==> config.mk <==
export PLATFORM = sky130hd
export DESIGN_NAME = perf_ctr_bank
export DESIGN_NICKNAME = d
export VERILOG_FILES = /design/src/rtl/pcb_pkg.sv /design/src/rtl/pcb_ctrl.sv /design/src/rtl/pcb_slice.sv /design/src/rtl/pcb_status.sv /design/src/rtl/perf_ctr_bank.sv
export SDC_FILE = /design/constraint.sdc
export NUM_CORES = 1
export LEC_CHECK = 0
export BUFFER_PORTS_ARGS = -buffer_cell sky130_fd_sc_hd__buf_2
export CORE_MARGIN = 1
export CORE_UTILIZATION = 26
export DETAILED_ROUTE_END_ITERATION = 16
export PLACE_DENSITY_LB_ADDON = 0.15
export SYNTH_ARGS = -nofsm -noshare
export SYNTH_HDL_FRONTEND = slang
export SYNTH_SLANG_ARGS = --single-unit
==> constraint.sdc <==
create_clock -name clk -period 6.4 [get_ports clk]
set_input_delay 0.64 -clock clk [delete_from_list [all_inputs] [get_ports clk]]
set_output_delay 0.64 -clock clk [all_outputs]
set_load 0.005 [all_outputs]
==> src/rtl/pcb_pkg.sv <==
package pcb_pkg;

    localparam int PCB_PHYS_DEF  = 4;
    localparam int PCB_CNT_W_DEF = 32;
    localparam int PCB_BUS_W_DEF = 64;

    // Control field layout: run bit, then one split-mode bit per physical counter.
    localparam int CTRL_RUN_BIT   = 0;
    localparam int CTRL_SPLIT_LSB = 1;

    typedef enum logic [1:0] {
        RK_COUNTER,
        RK_CONTROL,
        RK_STATUS,
        RK_HOLE
    } reg_kind_e;

    typedef struct packed {
        logic      rd;
        logic      wr;
        reg_kind_e kind;
    } bus_op_t;

    // Counters occupy the first n_log words, then control, then status.
    function automatic reg_kind_e classify(int unsigned addr, int unsigned n_log);
        if (addr < n_log)           return RK_COUNTER;
        else if (addr == n_log)     return RK_CONTROL;
        else if (addr == n_log + 1) return RK_STATUS;
        else                        return RK_HOLE;
    endfunction

endpackage

==> src/rtl/pcb_ctrl.sv <==
module pcb_ctrl
    import pcb_pkg::*;
#(
    parameter int NUM_PHYS = PCB_PHYS_DEF,
    parameter int REG_W    = 32
) (
    input  logic                clk,
    input  logic                rst,
    input  logic                wr,
    input  logic [REG_W-1:0]    wval,
    output logic                run,
    output logic [NUM_PHYS-1:0] split,
    output logic                commit,
    output logic [REG_W-1:0]    rd_word
);
    logic unused_hi;
    assign unused_hi = ^wval[REG_W-1:CTRL_SPLIT_LSB+NUM_PHYS];

    // Every control write with the run bit set pushes pending values live.
    assign commit = wr & wval[CTRL_RUN_BIT];

    always_ff @(posedge clk) begin
        if (rst) begin
            run   <= 1'b0;
            split <= '0;
        end else if (wr) begin
            run   <= wval[CTRL_RUN_BIT];
            split <= wval[CTRL_SPLIT_LSB +: NUM_PHYS];
        end
    end

    assign rd_word = REG_W'({split, run});

    a_r4_run_follows_write: assert property (@(posedge clk) disable iff (rst)
        wr |=> run == $past(wval[CTRL_RUN_BIT]));

endmodule

==> src/rtl/pcb_slice.sv <==
module pcb_slice #(
    parameter int CNT_W = 32
) (
    input  logic             clk,
    input  logic             rst,
    input  logic             run,
    input  logic             split,
    input  logic             commit,
    input  logic             wr_en,
    input  logic             wr_lo,
    input  logic [CNT_W-1:0] wr_val,
    input  logic             inc_hi,
    input  logic             inc_lo,
    output logic [CNT_W-1:0] view,
    output logic             pending,
    output logic             ovf_hi,
    output logic             ovf_lo
);
    localparam int HALF_W = CNT_W / 2;

    logic [CNT_W-1:0]  live, hold, live_nx, hold_nx;
    logic [HALF_W-1:0] live_hi, live_lo, view_hi, view_lo;
    logic              load, hi_full, lo_full, all_full;

    assign live_hi  = live[CNT_W-1:HALF_W];
    assign live_lo  = live[HALF_W-1:0];
    assign view     = pending ? hold : live;
    assign view_hi  = view[CNT_W-1:HALF_W];
    assign view_lo  = view[HALF_W-1:0];
    assign load     = commit & pending;
    assign hi_full  = &live_hi;
    assign lo_full  = &live_lo;
    assign all_full = &live;

    assign ovf_hi = run & ~load & inc_hi & (split ? hi_full : all_full);
    assign ovf_lo = run & ~load & split & inc_lo & lo_full;

    always_comb begin
        if (load)
            live_nx = hold;
        else if (run && split)
            live_nx = {live_hi + HALF_W'(inc_hi), live_lo + HALF_W'(inc_lo)};
        else if (run)
            live_nx = live + CNT_W'(inc_hi);
        else
            live_nx = live;
    end

    always_comb begin
        if (!split)
            hold_nx = wr_val;
        else if (wr_lo)
            hold_nx = {view_hi, wr_val[HALF_W-1:0]};
        else
            hold_nx = {wr_val[HALF_W-1:0], view_lo};
    end

    always_ff @(posedge clk) begin
        if (rst) begin
            live    <= '0;
            hold    <= '0;
            pending <= 1'b0;
        end else begin
            live <= live_nx;
            if (wr_en) begin
                hold    <= hold_nx;
                pending <= 1'b1;
            end else if (commit) begin
                pending <= 1'b0;
            end
        end
    end

    a_r3_write_marks_pending: assert property (@(posedge clk) disable iff (rst)
        wr_en |=> pending);

    a_r5_hold_when_stopped: assert property (@(posedge clk) disable iff (rst)
        (!run && !load) |=> $stable(live));

    a_r6_halves_no_carry: assert property (@(posedge clk) disable iff (rst)
        (run && split && !load && inc_lo && lo_full && !inc_hi)
        |=> $stable(live[CNT_W-1:HALF_W]));

    a_r11_load_wins: assert property (@(posedge clk) disable iff (rst)
        load |=> live == $past(hold));

endmodule

==> src/rtl/pcb_status.sv <==
module pcb_status #(
    parameter int NUM_LOG = 8
) (
    input  logic               clk,
    input  logic               rst,
    input  logic [NUM_LOG-1:0] ovf,
    input  logic               clr,
    input  logic               mask_wr,
    input  logic [NUM_LOG-1:0] mask_val,
    output logic [NUM_LOG-1:0] status,
    output logic [NUM_LOG-1:0] mask,
    output logic               irq
);
    always_ff @(posedge clk) begin
        if (rst) begin
            status <= '0;
            mask   <= '0;
        end else begin
            // A wrap landing on the clearing read survives it.
            status <= (clr ? '0 : status) | ovf;
            if (mask_wr)
                mask <= mask_val;
        end
    end

    assign irq = |(status & mask);

    a_r8_flags_rise_on_wrap: assert property (@(posedge clk) disable iff (rst)
        (ovf == '0) |=> (status & ~$past(status)) == '0);

    a_r9_read_clears: assert property (@(posedge clk) disable iff (rst)
        (clr && ovf == '0) |=> status == '0);

    a_r10_mask_load: assert property (@(posedge clk) disable iff (rst)
        mask_wr |=> mask == $past(mask_val));

endmodule

==> src/rtl/perf_ctr_bank.sv <==
module perf_ctr_bank
    import pcb_pkg::*;
#(
    parameter int  NUM_PHYS = PCB_PHYS_DEF,
    parameter int  CNT_W    = PCB_CNT_W_DEF,
    parameter int  BUS_W    = PCB_BUS_W_DEF,
    localparam int NUM_LOG  = 2 * NUM_PHYS,
    localparam int ADDR_W   = $clog2(NUM_LOG + 2)
) (
    input  logic               clk,
    input  logic               rst,
    input  logic               req_valid,
    input  logic               req_write,
    input  logic [ADDR_W-1:0]  req_addr,
    input  logic [BUS_W-1:0]   req_wdata,
    output logic               rsp_valid,
    output logic [BUS_W-1:0]   rsp_rdata,
    input  logic [NUM_LOG-1:0] evt_inc,
    output logic               irq_out
);
    localparam int REG_W  = BUS_W / 2;
    localparam int HALF_W = CNT_W / 2;
    localparam int LIDX_W = $clog2(NUM_LOG);
    localparam int PIDX_W = $clog2(NUM_PHYS);

    bus_op_t             op;
    logic [REG_W-1:0]    wval, rd_word, ctrl_word, ctr_word;
    logic [LIDX_W-1:0]   lidx;
    logic [PIDX_W-1:0]   pidx;
    logic                lo_sel, ctrl_wr, stat_rd, stat_wr, ctr_wr;
    logic                run, commit;
    logic [NUM_PHYS-1:0] split, pend;
    logic [NUM_LOG-1:0]  ovf, status, mask;
    logic [CNT_W-1:0]    view [NUM_PHYS];
    logic [CNT_W-1:0]    sel_view;
    logic                unused_lo;

    assign unused_lo = ^req_wdata[REG_W-1:0];

    assign op.rd   = req_valid & ~req_write;
    assign op.wr   = req_valid &  req_write;
    assign op.kind = classify(32'(req_addr), NUM_LOG);

    assign wval    = req_wdata[BUS_W-1:REG_W];
    assign lidx    = req_addr[LIDX_W-1:0];
    assign pidx    = lidx[PIDX_W-1:0];
    assign lo_sel  = lidx[LIDX_W-1];
    assign ctrl_wr = op.wr && op.kind == RK_CONTROL;
    assign stat_wr = op.wr && op.kind == RK_STATUS;
    assign stat_rd = op.rd && op.kind == RK_STATUS;
    assign ctr_wr  = op.wr && op.kind == RK_COUNTER;

    pcb_ctrl #(.NUM_PHYS(NUM_PHYS), .REG_W(REG_W)) u_ctrl (
        .clk     (clk),
        .rst     (rst),
        .wr      (ctrl_wr),
        .wval    (wval),
        .run     (run),
        .split   (split),
        .commit  (commit),
        .rd_word (ctrl_word)
    );

    for (genvar p = 0; p < NUM_PHYS; p++) begin : g_slice
        pcb_slice #(.CNT_W(CNT_W)) u_slice (
            .clk     (clk),
            .rst     (rst),
            .run     (run),
            .split   (split[p]),
            .commit  (commit),
            .wr_en   (ctr_wr && pidx == PIDX_W'(p)),
            .wr_lo   (lo_sel),
            .wr_val  (wval[CNT_W-1:0]),
            .inc_hi  (evt_inc[p]),
            .inc_lo  (evt_inc[p+NUM_PHYS]),
            .view    (view[p]),
            .pending (pend[p]),
            .ovf_hi  (ovf[p]),
            .ovf_lo  (ovf[p+NUM_PHYS])
        );
    end

    pcb_status #(.NUM_LOG(NUM_LOG)) u_status (
        .clk      (clk),
        .rst      (rst),
        .ovf      (ovf),
        .clr      (stat_rd),
        .mask_wr  (stat_wr),
        .mask_val (wval[NUM_LOG-1:0]),
        .status   (status),
        .mask     (mask),
        .irq      (irq_out)
    );

    assign sel_view = view[pidx];

    always_comb begin
        if (!split[pidx])
            ctr_word = REG_W'(sel_view);
        else if (lo_sel)
            ctr_word = REG_W'(sel_view[HALF_W-1:0]);
        else
            ctr_word = REG_W'(sel_view[CNT_W-1:HALF_W]);
    end

    always_comb begin
        unique case (op.kind)
            RK_COUNTER: rd_word = ctr_word;
            RK_CONTROL: rd_word = ctrl_word;
            RK_STATUS:  rd_word = REG_W'(status);
            default:    rd_word = '0;
        endcase
    end

    always_ff @(posedge clk) begin
        if (rst) begin
            rsp_valid <= 1'b0;
            rsp_rdata <= '0;
        end else begin
            rsp_valid <= op.rd;
            if (op.rd)
                rsp_rdata <= {rd_word, {REG_W{1'b0}}};
        end
    end

    a_r2_rsp_after_read: assert property (@(posedge clk) disable iff (rst)
        op.rd |=> rsp_valid);

    a_r2_no_rsp_without_read: assert property (@(posedge clk) disable iff (rst)
        !op.rd |=> !rsp_valid);

    a_r4_commit_clears_pending: assert property (@(posedge clk) disable iff (rst)
        commit |=> pend == '0);

    a_r10_no_irq_when_masked_off: assert property (@(posedge clk) disable iff (rst)
        (mask == '0) |-> !irq_out);

endmodule

# [Word-level counts from Yosys, hierarchy flattened]
# Index checks and enable logic that the tools add are counted.
[totals] regBits=314 latchBits=0 ramBits=0 rom_bits=0 input_bits=80 out_inout_bits=66 wordCells=159 memories=0
[op_classes] n_addsub=12 n_mul=0 div_mod_pow=0 magnitude_cmp=3 n_eq_ne=7 n_shift=0 n_mux=45 bitwise=39 reduce_logical=35
[op_table] operator="$mux W32" n=27
[op_table] operator="$add A16 B1 Y16" n=8
[op_table] operator="$add A32 B1 Y32" n=4
[op_table] operator="$reduce_and A16 Y1" n=8
[op_table] operator="$reduce_and A32 Y1" n=4
[op_table] operator="$pmux W32 S3" n=1
[op_table] operator="$bmux W32 S2" n=1
[op_table] operator="$and A1 B1 Y1" n=31
[op_table] operator="$mux W16" n=1
[op_table] operator="$logic_and A1 B1 Y1" n=12
[op_table] operator="$reduce_bool A3 Y1" n=4
[op_table] operator="$mux W1" n=11
[op_table] operator="$and A8 B8 Y8" n=1
[op_table] operator="$eq A4 B4 Y1 const B" n=2
[op_table] operator="$mux W8" n=1
[op_table] operator="$or A8 B8 Y8" n=1
[op_table] operator="$reduce_bool A2 Y1" n=4
[op_table] operator="$reduce_or A8 Y1" n=1
[op_table] operator="$eq A2 B2 Y1 const B" n=3
[op_table] operator="$not A1 Y1" n=5
[op_table] operator="$eq A2 B1 Y1 const B" n=2
[op_table] operator="$logic_not A2 Y1" n=2
[op_table] operator="$lt A4 B4 Y1 const B" n=1
[op_table] operator="$mux W2" n=2
[op_table] operator="other kinds (4)" n=4

# [Logic depth before layout (Yosys ltp)]
# Gate-level depths: netlist (run 1).
[logic_depth] word_depth=14 ltp_mapped=10

# [Hierarchy]
# Synthesis (run 1) repeated with hierarchy kept, for this count alone.
[hier_totals] cells_unflattened=2408 area_unflattened_um2=20095.5
[by_module_without_submodules] mod="pcb_slice at g_slice[1].u_slice ..." instances=2 cells_per_inst=500 area_per_inst_um2=4023.9 seq_area_each_um2=1301.2
[by_module_without_submodules] mod="pcb_slice at g_slice[0].u_slice" instances=1 cells_per_inst=516 area_per_inst_um2=4197.8 seq_area_each_um2=1301.2
[by_module_without_submodules] mod="pcb_slice at g_slice[2].u_slice" instances=1 cells_per_inst=520 area_per_inst_um2=4035.1 seq_area_each_um2=1301.2
[by_module_without_submodules] mod="perf_ctr_bank" instances=1 cells_per_inst=258 area_per_inst_um2=2761.4 seq_area_each_um2=660.6
[by_module_without_submodules] mod="pcb_status" instances=1 cells_per_inst=64 area_per_inst_um2=621.8 seq_area_each_um2=320.3
[by_module_without_submodules] mod="pcb_ctrl" instances=1 cells_per_inst=50 area_per_inst_um2=431.7 seq_area_each_um2=100.1

# [Least setup slack after synthesis (run 1)]
# OpenSTA, ideal clock, no wires.
[synth_path] path_type="input port to flip-flop" startpoint="input port req_addr[2]" endpoint="register g_slice[0].u_slice.live[17]" setup_time_ps=132 t_arrival_ps=2350 t_required_ps=6268 path_slack_ps=3918 cell_stages=10 n_path_buf=5 path_cell_list="buf_6 or3b_1 buf_2 nor3_4 buf_4 nand3_1 buf_2 clkbuf_1 o21ai_0 a21oi_1"
[synth_between] elab_chain_len=9 word_cells_on_any_way=12 cone_classes="order compare (1); eq/ne (3); mux (4); bitwise (2); reduce/logical (2)"
[synth_rtl] element="from (decl)" line="perf_ctr_bank.sv:14" source="input logic [ADDR_W-1:0] req_addr,"
[synth_rtl] element="$eq A4 B4 Y1" line="pcb_pkg.sv:28" source="else if (addr == n_log + 1) return RK_STATUS;"
[synth_rtl] element="$mux W1" line="pcb_pkg.sv:28"
[synth_rtl] element="$mux W2" line="pcb_pkg.sv:27" source="else if (addr == n_log) return RK_CONTROL;"
[synth_rtl] element="$mux W2 (*)" line="pcb_pkg.sv:26" source="if (addr < n_log) return RK_COUNTER;"
[synth_rtl] element="$eq A2 B1 Y1 (*)" line="perf_ctr_bank.sv:48" source="assign ctrl_wr = op.wr && op.kind == RK_CONTROL;"
[synth_rtl] element="$logic_and A1 B1 Y1 (*)" line="perf_ctr_bank.sv:48"
[synth_rtl] element="$and A1 B1 Y1 (*)" line="pcb_ctrl.sv:20" source="assign commit = wr & wval[CTRL_RUN_BIT];"
[synth_rtl] element="$and A1 B1 Y1 (*)" line="pcb_slice.sv:30" source="assign load = commit & pending;"
[synth_rtl] element="$reduce_bool A3 Y1 (no source line) / $mux W32 (equally long branches)"
[synth_rtl] element="to (signal assigned)" line="pcb_slice.sv:64" source="live <= live_nx;"
[synth_rtl] element="to (decl)" line="pcb_slice.sv:21" source="logic [CNT_W-1:0] live, hold, live_nx, hold_nx;"
# Every way passes the cells marked *; elsewhere a longest branch is shown, timed or not.
# A chain may end at the register's enable or synchronous reset.

# [Final worst setup path (run 1)]
[layout_path] startpoint="input port req_addr[3]" endpoint="register u_status.status[6]"
[layout_between] elab_chain_len=14 word_cells_on_any_way=19 cone_classes="order compare (1); eq/ne (4); mux (4); bitwise (8); reduce/logical (2)"
[layout_rtl] element="$eq A4 B4 Y1" line="pcb_pkg.sv:28"
[layout_rtl] element="$mux W1" line="pcb_pkg.sv:28"
[layout_rtl] element="$mux W2" line="pcb_pkg.sv:27"
[layout_rtl] element="$mux W2 (*)" line="pcb_pkg.sv:26"
[layout_rtl] element="$eq A2 B1 Y1" line="perf_ctr_bank.sv:48"
[layout_rtl] element="$logic_and A1 B1 Y1" line="perf_ctr_bank.sv:48"
[layout_rtl] element="$and A1 B1 Y1" line="pcb_ctrl.sv:20"
[layout_rtl] element="$and A1 B1 Y1" line="pcb_slice.sv:30"
[layout_rtl] element="$not A1 Y1" line="pcb_slice.sv:36" source="assign ovf_lo = run & ~load & split & inc_lo & lo_full;"
[layout_rtl] element="$and A1 B1 Y1 (4 in a row)" line="pcb_slice.sv:36"
[layout_rtl] element="$or A8 B8 Y8 (*)" line="pcb_status.sv:20" source="status <= (clr ? '0 : status) | ovf;"
[layout_rtl] element="to (signal assigned)" line="pcb_status.sv:20"
[layout_rtl] element="to (decl)" line="pcb_status.sv:10" source="output logic [NUM_LOG-1:0] status,"
# Marks and branches as above.

==> reports/qor.yml, run 1 <==
synth.yosys.seq_area_share: 0.341
wl_per_cell_microns: 22.2
routabilityCongestion: 0.888
core.rowCount: 97
die_y_microns: 268
tightest_slew_ns: 1.24
post_cts_resized: 0
worstPathRequired_ns: 6.82
path_buf_inv: 3
cts_sinks: 314
slew_viol_final: 0
path_class: "in -> reg"
drc: 0
netlist_area_sq_mm: 0.0184
dr.first_iter.drc_count: 1305
clk_latency_ns: 0.57
synth-seq-cells: 314
cp_common_cell: "buf_4"
synthFlopType: "dfxtp_1"
period_minus_slack_ns: 3.30
yosysTopAreaCellShare: 0.341
cts_tree: "built"
die_width_microns: 268
fin_crit_sh: 0.516
first_global_vias: 15500
synthDistinctLibCells: 65
max_freq_mhz: 303
finalSetupTns_ns: 0
cts_inserted_buffers: 40
pre_cts_slack_ns: 2.58
cp_max_fo: 31
skew_ns: 0.0146
grt_max_degree: 114
status: "complete, no violations"
maxCapViolations: 0
routed_wl_mm: 70.9
cp_slowest_stage_delay_ns: 0.56
hold_buffers: 0
grt_pass1_wl_mm: 104
async_flop_share: 0
grt_usage: 0.194
leakagePower_nw: 6.47
grt-ovfl-total: 0
antenna_found_initial: 3
min_path_type: "in -> reg"
dieArea_sq_mm: 0.0720
area_growth_pct: 12.1
final_antenna_net_count: 0
slowest_stage: "or3b_1"
hold_violations: 0
yosysTopAreaCell: "dfxtp_1"
crit_family: "simple AND/OR/NAND/NOR gates"
post_drt_via_cell_ratio: 5.27
ys_top_cells_by_area: "dfxtp_1, mux2i_1, a211oi_1"
drive_gt1_frac: 0.112
cp_data_arrival_time_ns: 3.72
slew_headroom: 0.170
nNetsFinal: 2334
synth_common_cells: "dfxtp_1, nor2_1, nand2_1, a21oi_1, a211oi_1"
crit_chain: "buf_2, or3b_1, nor3_4, buf_4, nand3_2, buf_4, and4_1, nand3_1, a21oi_1"
cts_buffer_depth: 3
yosysWarnings: 0
ir_worst_vdd_v: 0.000136
io_pins: 146
synthMostInstantiatedCell: "dfxtp_1"
htreeDepth: 2
setup_ws_ns: 3.10
place_hpwl_mm: 50.9
dp.cells: 3127
vias: 16800
post_cts_buffers: 0
power_density_mw_per_mm2: 218
stdcell_count: 3196
setup_viol: 0
end_kind: "register"
clk_pin_slew_ns: 0.06
synthCells: 2267
rsz0062_at_grt: "no"
root_buffer: "clkbuf_16"
core-area_sq_mm: 0.0701
synth_edf_count: 0
numPortBuffers: 81
startpoint_type: "input port"
avgSynthCellArea_sq_um: 8.14
n_fill_cell: 7537
initial_core_util: 0.263
dr.pass1.iters: 7
registers in the layout, summed over array words and instances (netlist names):
name,count
g_slice.u_slice.hold,128
g_slice.u_slice.live,128
g_slice.u_slice.pending,4
rsp_rdata,32
rsp_valid,1
u_ctrl.run,1
u_ctrl.split,4
u_status.mask,8
u_status.status,8
cell usage in the layout, fill, tap and decap left out, types with 5 or more instances in the layout:
master	synthesis	routed
nor3_1	48	47
nor2b_1	9	9
nor4_1	11	10
clkbuf_8	0	12
a31oi_1	8	8
clkbuf_16	0	41
nor3b_1	15	15
xnor2_1	65	65
nand4_1	46	46
a311oi_1	16	16
nor2_1	312	308
clkbuf_1	131	8
xor2_1	32	32
nand2_1	267	267
or3_1	16	16
dfxtp_1	314	309
a221oi_1	5	5
o311ai_0	14	14
or4_1	7	7
a211oi_1	160	160
mux4_2	33	33
o311a_1	13	13
inv_1	17	17
nand3_1	56	53
conb_1	1	32
o21ai_0	54	54
o22ai_1	9	9
mux2_2	30	30
o211ai_1	75	75
a21oi_1	162	162
buf_2	33	80
ha_1	24	24
buf_4	36	24
and4_1	11	11
dfxtp_2	0	5
a22oi_1	13	13
nand2b_1	5	5
and3_1	22	21
a21boi_0	5	5
mux2i_1	130	130
cells by family (layout without fill, tap and decap cells):
logic type                 after synthesis  after routing  synth area share
and+or+nand+nor                        850            850             0.210
AOI/OAI and AO/OA                      553            553             0.200
DFF                                    314            314             0.341
buffers and inverters                  235            192            0.0578
muxes                                  193            193             0.129
xor gates and xnor gates                97             97            0.0460
adders and majority gates               24             24            0.0163
other                                    1             33          0.000203
cell type report:
type                            instances  area (sq um)  area share
Timing Repair Buffer                  106           611      0.0295
Inverter                               19          71.3     0.00345
Tap cell                              940          1180      0.0569
Clock buffer                           61          1220      0.0590
Sequential cell                       314          6290       0.304
Multi-Input combinational cell       1749         11300       0.544
Clock inverter                          6          57.6     0.00278
Antenna cell                            1          2.50    0.000121
power breakdown:
part,total (mW),internal (mW),switching [mW]
combinational,0.250,0.0665,0.183
sequential,1.99,1.97,0.0205
clock,2.27,1.34,0.923
total,4.51,3.38,1.13
routing by layer:
layer,wire length (microns),share of wire,up-vias,GRT usage
li1,-,-,8122,-
met1,34000,0.48,8136,0.281
met2,30300,0.43,485,0.290
met3,3880,0.055,91,0.0256
met4,2760,0.039,0,0.0762
met5,0,0,-,0
worst min-delay path, stage by stage:
cell,delay [ns]
buf_2,0.13
nand3_1,0.08
a21oi_1,0.06
metrics by stage:
stage	power [mW]	hold WS, ns	utilization	instance area (sq um)
after floorplan	2.19	0.442	-	18600
after global placement	2.28	0.453	0.276	19400
after detailed placement	2.28	0.459	0.276	19400
after CTS	4.57	0.365	0.295	20700
after global routing	4.66	0.406	0.295	20700
final	4.51	0.393	0.295	20700
final timing paths:
path	startpoint	end	slack [ns]	cells after the start
worst max register to register	g_slice[3].u_slice.pending	g_slice[3].u_slice.live[16]	3.39	5
worst min register to register	g_slice[1].u_slice.hold[4]	g_slice[1].u_slice.hold[4]	0.47	2
worst max-delay path	req_addr[3]	u_status.status[6]	3.10	9
worst min-delay path	evt_inc[6]	u_status.status[6]	0.39	3
Note: power is estimated with default switching activity, not from simulation.
==> run 2, diff against run 1 <==
Clock period 6.4 ns to 3.4 ns, I/O delays scaled along.
==> run 2 against run 1 <==
Compared with the run above: final cell count up 0.81%; clock power is 93% higher; register-to-register slack got worse by 2.5 ns; sequential power is 88% higher; first-iteration DRC count up 11%; clock skew is 0.0042 ns higher; die area did not move; core utilization up 0.36 points; combinational power grew 90%; count of clock-buffer cells in the layout fell by 2; critical path type is now reg -> reg; largest cell class unchanged; largest power group unchanged; highest routed layer is now met5.
==> reports/qor.yml, run 2 (same netlist as run 1, synthesis figures left out) <==
hold_slack_ns: 0.0939  # -0.300 ns
worst_r2r_startpoint: "g_slice[1].u_slice.pending"
die_y_microns: 268  # unchanged
htreeDepth: 2  # unchanged
clk_latency_ns: 0.57  # about the same
cp_common_cell: "nor2_1"
slew_viol_final: 0  # unchanged
grt_usage: 0.194  # -0.000546
max_freq_mhz: 395
min_path_type: "in -> reg"
post_cts_resized: 0  # unchanged
final_antenna_net_count: 0  # unchanged
ff2ff_setup_slack_ns: 0.87  # -2.52 ns
combPwrFrac: 0.055  # about the same
dr.pass1.iters: 6  # -1
grt_max_degree: 96  # -16%
cp_data_arrival_time_ns: 3.02  # -0.70 ns
dr_wl_met2_mm: 30.1  # -0.47%
nNetsFinal: 2357  # +0.99%
reg.largest.list: "g_slice.u_slice.hold x128, g_slice.u_slice.live x128, rsp_rdata x32"
area_growth_pct: 13.5
cp_slowest_stage_delay_ns: 0.91  # +0.35 ns
initial_core_util: 0.263  # unchanged
clk_pin_slew_ns: 0.06  # about the same
seq_power_share: 0.435  # -0.007
numPortBuffers: 81  # unchanged
p_sw_frac: 0.247  # -0.00274
slew_headroom: 0.180  # +0.00942
setup_ws_ns: 0.865  # -2.23 ns
pre_cts_slack_ns: 0.725  # -1.85 ns
cts_tree: "built"
worstReg2RegEnd: "g_slice[1].u_slice.hold[21]"
rsz0062_at_grt: "no"
root_buffer: "clkbuf_16"
seqCellArea_sq_mm: 0.00629  # unchanged
highest_layer: "met5"
multi_input_area_sq_mm: 0.0113  # unchanged
power_density_mw_per_mm2: 411  # +89%
status: "complete, no violations"
tightest_slew_ns: 1.23  # -0.0141 ns
worstRegToRegCells: 5  # unchanged
vias: 17000  # +0.91%
maxCapViolations: 0  # unchanged
finalInstanceArea_sq_mm: 0.0209  # +1.2%
drive_gt1_frac: 0.122  # +0.0101
io_pins: 146  # unchanged
min_from: "evt_inc[6]"
cts_sinks: 314  # unchanged
dieArea_sq_mm: 0.0720  # unchanged
layout_commonest_cell: "dfxtp_1"
routed_wl_mm: 70.5  # -0.47%
finalSetupTns_ns: 0  # unchanged
first_global_vias: 15600  # +0.79%
p_clk_frac: 0.509  # +0.006
core.rowCount: 97  # unchanged
n_fill_cell: 7611  # +0.98%
routabilityCongestion: 0.904  # +1.9%
path_buf_inv: 0  # -3
hold_violations: 0  # unchanged
die_width_microns: 268  # unchanged
path_class: "reg -> reg"
end_kind: "register"
core-area_sq_mm: 0.0701  # unchanged
antenna_found_initial: 2  # -1
slowest_stage: "dfxtp_2"
period_minus_slack_ns: 2.53
whs_endpoint: "u_status.status[6]"
setup_viol: 0  # unchanged
ir_worst_vdd_v: 0.000339  # +150%
hold_buffers: 0  # unchanged
fin_crit_sh: 0.745
leakagePower_nw: 6.62  # +2.4%
power_mw: 8.61  # +91%
grt-ovfl-total: 0  # unchanged
dr.first_iter.drc_count: 1450  # +11%
final_cell_mix: "dfxtp_1, nor2_1, nand2_1, a21oi_1, a211oi_1"
wl_per_cell_microns: 21.9  # -1.3%
crit_family: "compound AO/OA/AOI/OAI gates"
dpl_cell_area_sq_mm: 0.0196  # +1.2%
cts_buffer_depth: 3  # unchanged
met1Wirelength_mm: 33.8  # -0.53%
post_cts_buffers: 0  # unchanged
drc: 0  # unchanged
crit_chain: "mux2_2, nor2_1, o311ai_0, o21ai_0, nor2_1"
startpoint_type: "register"
p_sw_mw: 2.13  # +89%
route.met3.wl_mm: 4.07  # +4.9%
cts_inserted_buffers: 39  # -2.5%
worstPathRequired_ns: 3.89  # -2.93 ns
cp_max_fo: 30  # -3.2%
grt_pass1_wl_mm: 104  # about the same
hold_depth: 3  # unchanged
post_drt_via_cell_ratio: 5.27  # +0.10%
skew_ns: 0.0188  # +0.00416 ns
internal_power_mw: 6.49  # +92%
place_hpwl_mm: 52.0  # +2.1%
-- run 2: cell types whose count changed in the layout (fill, tap and decap cells not counted) --
cell / delta
clkbuf_8: -2
buf_4: +22
buf_8: -1
bufinv_16: +2
clkinv_2: +3
buf_12: +3
clkinvlp_4: -1
-- run 2: worst max path at each step --
stage                                            from  slack [ns]                           to  cells past startpoint
after global routing       g_slice[1].u_slice.pending        0.62  g_slice[1].u_slice.hold[21]                      5
after detailed placement                  req_addr[1]        0.73  g_slice[0].u_slice.live[28]                      8
final                      g_slice[1].u_slice.pending        0.87  g_slice[1].u_slice.hold[21]                      5
after CTS                 g_slice[0].u_slice.live[10]        0.84  g_slice[0].u_slice.live[26]                      6
after global placement                    req_addr[3]        0.70  g_slice[0].u_slice.live[28]                      8
after floorplan                           req_addr[2]        1.22  g_slice[0].u_slice.live[17]                     10
-- run 2: stage by stage --
stage               cells   util
floorplan            2298      -
global route         3221  0.298
finish               3222  0.298
CTS                  3221  0.298
detailed placement   3152  0.280
global placement     3152  0.280
-- run 2: routing by layer --
metal / track usage / up-vias
met3: 0.0275 / 105
met2: 0.287 / 514
met1: 0.282 / 8173
met4: 0.0722 / 2
li1: - / 8194
met5: 0 / -
-- run 2: power by group through the flow --
stage                     combinational, mW  clock, mW  sequential (mW)
after global placement                0.469          0             3.83
after global routing                  0.509       4.63             3.75
final                                 0.475       4.39             3.75
after floorplan                       0.306          0             3.81
after CTS                             0.473       4.49             3.75
after detailed placement              0.471          0             3.83
-- run 2: worst min-delay path, stage by stage --
cell and delay, ns:
buf_2 0.13, nand3_1 0.08, a21oi_1 0.06
-- run 2: final cells by class --
type                    instances  area share
flip-flops and latches        314       0.301
diodes                          1    0.000120
repair buffers                130      0.0392
multi-input cells            1749       0.538
well taps                     940      0.0562
clock buffers                  59      0.0570
inverters                      19     0.00341
clock inverters                10     0.00598
